--- src/rtl/txq_pkg.sv ---
package txq_pkg;
    localparam int PNUM_W  = 6;
    localparam int Q_DEPTH = 8;
    localparam int N_IRQ   = 2;
    localparam int IRQ_EMPTY = 0;
    localparam int IRQ_FAIL  = 1;

    typedef enum logic [1:0] {
        ST_IDLE,
        ST_BUSY,
        ST_HALT
    } seq_state_e;
endpackage

--- src/rtl/txq_fifo.sv ---
module txq_fifo #(
    parameter int W     = 6,
    parameter int DEPTH = 8,
    localparam int AW   = (DEPTH > 1) ? $clog2(DEPTH) : 1,
    localparam int CW   = $clog2(DEPTH + 1)
) (
    input  logic          clk,
    input  logic          rst_n,
    input  logic          push,
    input  logic [W-1:0]  din,
    input  logic          pop,
    output logic [W-1:0]  dout,
    output logic [CW-1:0] count,
    output logic          full,
    output logic          empty
);
    logic [W-1:0]  mem [DEPTH];
    logic [AW-1:0] wr_ptr, rd_ptr;
    logic          do_push, do_pop;

    function automatic logic [AW-1:0] bump(input logic [AW-1:0] p);
        return (p == AW'(DEPTH - 1)) ? '0 : p + 1'b1;
    endfunction

    assign full    = (count == CW'(DEPTH));
    assign empty   = (count == '0);
    assign do_push = push && !full;
    assign do_pop  = pop && !empty;
    assign dout    = mem[rd_ptr];

    always_ff @(posedge clk) begin
        if (!rst_n) begin
            wr_ptr <= '0;
            rd_ptr <= '0;
            count  <= '0;
        end else begin
            if (do_push) wr_ptr <= bump(wr_ptr);
            if (do_pop)  rd_ptr <= bump(rd_ptr);
            if (do_push && !do_pop)      count <= count + 1'b1;
            else if (do_pop && !do_push) count <= count - 1'b1;
        end
    end

    always_ff @(posedge clk) begin
        if (do_push) mem[wr_ptr] <= din;
    end
endmodule

--- src/rtl/txq_irq.sv ---
module txq_irq #(
    parameter int N = 2
) (
    input  logic         clk,
    input  logic         rst_n,
    input  logic [N-1:0] set,
    input  logic [N-1:0] clr,
    output logic [N-1:0] status
);
    for (genvar k = 0; k < N; k++) begin : g_bit
        always_ff @(posedge clk) begin
            if (!rst_n)      status[k] <= 1'b0;
            else if (set[k]) status[k] <= 1'b1;
            else if (clr[k]) status[k] <= 1'b0;
        end
    end
endmodule

--- src/rtl/txq_seq.sv ---
module txq_seq
    import txq_pkg::*;
#(
    parameter int PW    = PNUM_W,
    parameter int DEPTH = Q_DEPTH,
    localparam int CW   = $clog2(DEPTH + 1)
) (
    input  logic              clk,
    input  logic              rst_n,
    input  logic              push_valid,
    input  logic [PW-1:0]     push_pnum,
    input  logic              en_wr,
    input  logic              en_wr_val,
    input  logic              pnum_wr,
    input  logic [PW-1:0]     pnum_wr_val,
    input  logic              ack_wr,
    input  logic [N_IRQ-1:0]  ack_mask,
    input  logic              res_valid,
    input  logic              res_ok,
    output logic              launch,
    output logic [PW-1:0]     launch_pnum,
    output logic              tx_en,
    output logic [N_IRQ-1:0]  irq_status,
    output logic [PW-1:0]     fail_pnum,
    output logic              ovf,
    output logic [CW-1:0]     q_level
);
    seq_state_e state, state_nxt;

    logic          q_full, q_empty;
    logic [PW-1:0] q_head;
    logic          pop, do_launch, ev_empty, ev_fail;
    logic          rst_pend;
    logic [PW-1:0] rst_pnum;
    logic [N_IRQ-1:0] irq_set, irq_clr;

    txq_fifo #(.W(PW), .DEPTH(DEPTH)) u_fifo (
        .clk   (clk),
        .rst_n (rst_n),
        .push  (push_valid),
        .din   (push_pnum),
        .pop   (pop),
        .dout  (q_head),
        .count (q_level),
        .full  (q_full),
        .empty (q_empty)
    );

    // State register
    always_ff @(posedge clk) begin
        if (!rst_n) state <= ST_IDLE;
        else        state <= state_nxt;
    end

    // Next state and control strobes
    always_comb begin
        state_nxt = state;
        do_launch = 1'b0;
        pop       = 1'b0;
        ev_empty  = 1'b0;
        ev_fail   = 1'b0;
        unique case (state)
            ST_IDLE: begin
                if (tx_en && (rst_pend || !q_empty)) begin
                    do_launch = 1'b1;
                    pop       = !rst_pend;
                    state_nxt = ST_BUSY;
                end
            end
            ST_BUSY: begin
                if (res_valid) begin
                    if (res_ok) begin
                        ev_empty  = q_empty && !rst_pend;
                        state_nxt = ST_IDLE;
                    end else begin
                        ev_fail   = 1'b1;
                        state_nxt = ST_HALT;
                    end
                end
            end
            ST_HALT: begin
                if (tx_en) state_nxt = ST_IDLE;
            end
            default: state_nxt = ST_IDLE;
        endcase
    end

    // Registered outputs and software-visible registers
    always_ff @(posedge clk) begin
        if (!rst_n) begin
            launch      <= 1'b0;
            launch_pnum <= '0;
            fail_pnum   <= '0;
            tx_en       <= 1'b0;
            ovf         <= 1'b0;
            rst_pend    <= 1'b0;
            rst_pnum    <= '0;
        end else begin
            launch <= do_launch;
            if (do_launch) launch_pnum <= rst_pend ? rst_pnum : q_head;
            if (ev_fail)   fail_pnum   <= launch_pnum;
            if (ev_fail)    tx_en <= 1'b0;
            else if (en_wr) tx_en <= en_wr_val;
            if (push_valid && q_full) ovf <= 1'b1;
            if (pnum_wr) begin
                rst_pend <= 1'b1;
                rst_pnum <= pnum_wr_val;
            end else if (do_launch) begin
                rst_pend <= 1'b0;
            end
        end
    end

    always_comb begin
        irq_set            = '0;
        irq_set[IRQ_EMPTY] = ev_empty;
        irq_set[IRQ_FAIL]  = ev_fail;
        irq_clr            = ack_wr ? ack_mask : '0;
    end

    txq_irq #(.N(N_IRQ)) u_irq (
        .clk    (clk),
        .rst_n  (rst_n),
        .set    (irq_set),
        .clr    (irq_clr),
        .status (irq_status)
    );
endmodule

--- config.mk ---
export PLATFORM = sky130hd
export DESIGN_NAME = txq_seq
export DESIGN_NICKNAME = d
export VERILOG_FILES = /design/src/rtl/txq_pkg.sv /design/src/rtl/txq_fifo.sv /design/src/rtl/txq_irq.sv /design/src/rtl/txq_seq.sv
export SDC_FILE = /design/constraint.sdc
export NUM_CORES = 1
export LEC_CHECK = 0
export CORE_MARGIN = 2
export CORE_UTILIZATION = 40
export DETAILED_ROUTE_END_ITERATION = 7
export PLACE_DENSITY = 0.69
export SYNTH_ARGS = -nofsm -noshare
export SYNTH_HDL_FRONTEND = slang
export SYNTH_SLANG_ARGS = --single-unit
--- constraint.sdc ---
create_clock -name clk -period 2.6 [get_ports clk]
set_input_delay 0.26 -clock clk [delete_from_list [all_inputs] [get_ports clk]]
set_output_delay 0.26 -clock clk [all_outputs]
set_load 0.01 [all_outputs]
==> insert_results.sql <==
INSERT INTO impl_metrics (metric_group, metric, value, unit) VALUES
('clock_tree', 'post_cts.repair.setup_buffers', '0', ''),
('cells_and_area', 'num_antenna_cells', '0', ''),
('worst_setup_path', 'cp-startpoint', 'state[0]', ''),
('clock_tree', 'clock_transition_time_at_the_flip_flop_clock_pins_of_the_worst_setup_and_hold_paths', '90', 'ps'),
('clock_tree', 'tritoncts', 'built', ''),
('yosys', 'synth_seq_cells', '87', ''),
('placed_design', 'dp_hpwl', '4.52', 'mm'),
('detailed_routing', 'detail_route.drc_violations', '0', ''),
('worst_setup_path', 'r2r_path_start', 'state[0]', ''),
('floorplan', 'die_width', '98.5', 'um'),
('sta', 'clock.fmax', '426', 'MHz'),
('global_routing', 'grt_pass1_wl', '11.1', 'mm'),
('detailed_routing', 'routedWlPerCell', '16.1', 'um'),
('worst_setup_path', 'critical_path_required', '2890', 'ps'),
('sta', 'timing.slew.headroom', '0.405', ''),
('worst_setup_path', 'r2r_slack', '250', 'ps'),
('worst_setup_path', 'critical_path.startpoint_type', 'flip-flop', ''),
('placed_design', 'gpl.final_weighted_congestion', '0.733', ''),
('clock_tree', 'cts-buffers-inserted', '9', ''),
('sta', 'hold_viol', '0', ''),
('clock_tree', 'max-clock-path-buffers', '2', ''),
('placed_design', 'place_area', '4180', 'um^2'),
('yosys', 'synth_cell_type_count', '43', ''),
('power', 'power.share.sequential', '0.484', ''),
('detailed_routing', 'drt-total-wl', '6.67', 'mm'),
('sta', 'slew_viols_final', '0', ''),
('clock_tree', 'clk_root_buffer_cell', 'clkbuf_8', ''),
('clock_tree', 'clock_latency', '350', 'ps'),
('global_routing', 'first_global_vias', '2160', ''),
('clock_tree', 'clock_sink_count', '87', ''),
('min_path', 'holdCritPathClass', 'flip-flop to flip-flop', ''),
('power', 'max-vdd-ir-drop', '351', 'uV'),
('yosys', 'postSynthAreaPerCell', '14.5', 'um^2'),
('worst_setup_path', 'critPathKind', 'flip-flop to flip-flop', ''),
('worst_setup_path', 'cp-end-kind', 'flip-flop', ''),
('floorplan', 'initial_core_util', '0.411', ''),
('sta', 'rsz0062_at_grt', 'false', ''),
('sta', 'timing.final.setup_violations', '0', ''),
('yosys', 'synth-edff-count', '48', ''),
('cells_and_area', 'fin_nets', '332', ''),
('yosys', 'yosys_most_used_dff', 'edfxtp_1', ''),
('worst_setup_path', 'critical_path_peak_fanout', '5', ''),
('global_routing', 'global_route.peak_usage_layer', 'met2', ''),
('yosys', 'syn_area', '3570', 'um^2'),
('global_routing', 'grt_max_degree', '25', ''),
('yosys', 'synth_async_sr_flop_share', '0', ''),
('yosys', 'share_of_the_yosys_chip_area_belonging_to_registers', '0.623', ''),
('sta', 'tightestPinTransition', '890', 'ps'),
('global_routing', 'met2_use_gr', '0.240', ''),
('floorplan', 'design.die.area', '9690', 'um^2'),
('global_routing', 'globalRouteTotalUtil', '0.149', ''),
('run_status', 'outcome', 'completed', ''),
('power', 'power_frac_comb', '0.194', ''),
('floorplan', 'io-pin-count', '44', ''),
('power', 'fin_total_pwr', '3.42', 'mW'),
('floorplan', 'area_of_the_core', '8680', 'um^2'),
('job', 'maxCapViolCount', '0', ''),
('power', 'power.net_switching', '0.911', 'mW'),
('cells_and_area', 'final_area', '4420', 'um^2'),
('yosys', 'syn_inst', '246', ''),
('power', 'power_density', '774', 'nW/um^2'),
('power', 'leakage_power_of_the_design', '1.49', 'nW'),
('sta', 'final.min_clock_period', '2350', 'ps'),
('power', 'power.share.clock', '0.322', ''),
('floorplan', 'rows', '34', ''),
('detailed_routing', 'detail_route.iter0.violations', '99', ''),
('global_routing', 'initial_antenna_violation_count', '0', ''),
('detailed_routing', 'postRouteAntennaNets', '0', ''),
('cells_and_area', 'layout-drive-gt1-share', '0.170', ''),
('clock_tree', 'ctsHtreeMaxLevel', '3', ''),
('placed_design', 'io_buffers', '43', '');
timing repair:
action                                  in CTS  in global routing
endpoints found under the setup margin       0                  1
hold buffers                                 0                  0
endpoints found under the hold margin        0                  0
resized for setup                            0                  2
cell usage in the layout, fill, tap and decap left out, types with 2 or more instances in the layout:
cell	netlist	routed
edfxtp_1	48	48
o221ai_1	6	6
buf_4	1	15
nor3_1	5	5
mux2i_1	24	24
mux4_2	12	12
clkbuf_8	0	9
a31oi_1	2	2
nand2b_1	3	3
a21oi_1	4	3
inv_1	4	4
clkdlybuf4s50_1	0	43
nor2_1	5	5
xnor2_1	2	2
and2_1	3	3
bufinv_16	0	2
nand2_1	17	17
nand4_1	6	6
ha_1	7	7
nor2b_1	20	20
a21boi_0	2	2
dfxtp_1	39	38
o21ai_0	2	2
nor3b_1	3	3
routing by layer:
metal,up-vias,part of all wire
met5,-,0
met4,0,0.019
met3,13,0.044
met2,47,0.49
met1,1011,0.44
li1,1036,-
worst paths after layout:
kind                     end  cells past startpoint
min reg2reg         state[0]                      1
min                 state[0]                      1
max          u_fifo.count[3]                     10
max reg2reg  u_fifo.count[3]                     10
Yosys cell counts, types with 4 or more instances:
cell	count	area [um^2]
nand2_1	17	63.8
nor2_1	5	18.8
o221ai_1	6	52.6
mux4_2	12	270
clkbuf_1	6	22.5
nor3_1	5	25.0
dfxtp_1	39	781
a21oi_1	4	20.0
nand4_1	6	37.5
mux2i_1	24	240
nor2b_1	20	125
inv_1	4	15.0
ha_1	7	87.6
edfxtp_1	48	1440
power by group through the flow:
stage               Clock, mW  Combinational [mW]  Sequential (mW)
global placement            0               0.649             1.68
global route             1.19               0.737             1.67
floorplan                   0               0.418             1.69
CTS                      1.13               0.666             1.66
finish                   1.10               0.663             1.66
detailed placement          0               0.659             1.69
registers in the layout (all words and copies together) (netlist names), named ones only:
register / count
u_fifo.mem: 48
launch_pnum: 6
u_irq.status: 2
ovf: 1
state: 2
rst_pend: 1
u_fifo.count: 4
u_fifo.rd_ptr: 3
tx_en: 1
u_fifo.wr_ptr: 3
launch: 1
fail_pnum: 6
rst_pnum: 6
cell families after synthesis:
kind of cell	Yosys count	synth area share
mux	37	0.146
simple gates	73	0.126
flops	87	0.623
compound gates	21	0.0445
fa+ha+maj	8	0.0302
xor+xnor	2	0.00491
buf+inv	18	0.0252
critical path: stages (launching register included):
cell and delay [ps]:
dfxtp_1 350, or3b_4 450, nor3_4 140, inv_1 60
ha_1 200, inv_1 130, ha_1 290, a21oi_2 170
a211oi_1 90, a31oi_1 210, mux2i_1 200
metrics by stage:
stage,std cells,util,worst slack (ps),hold WS (ps)
after floorplan,246,-,251,359
final,414,0.510,250,507
after global routing,414,0.510,27.5,518
after CTS,414,0.509,171,505
after global placement,398,0.481,254,480
after detailed placement,398,0.481,167,492
area by class of cell:
| cell class | count | area (um^2) |
|---|---|---|
| fillers | 775 | 4260 |
| flip-flops and latches | 87 | 2220 |
| multi-input cells | 141 | 1270 |
| repair buffers | 58 | 543 |
| clock buffers | 11 | 153 |
| well taps | 108 | 135 |
| clock inverters | 5 | 87.6 |
| inverters | 4 | 15.0 |
No activity file was read; power rests on OpenSTA's default activity.
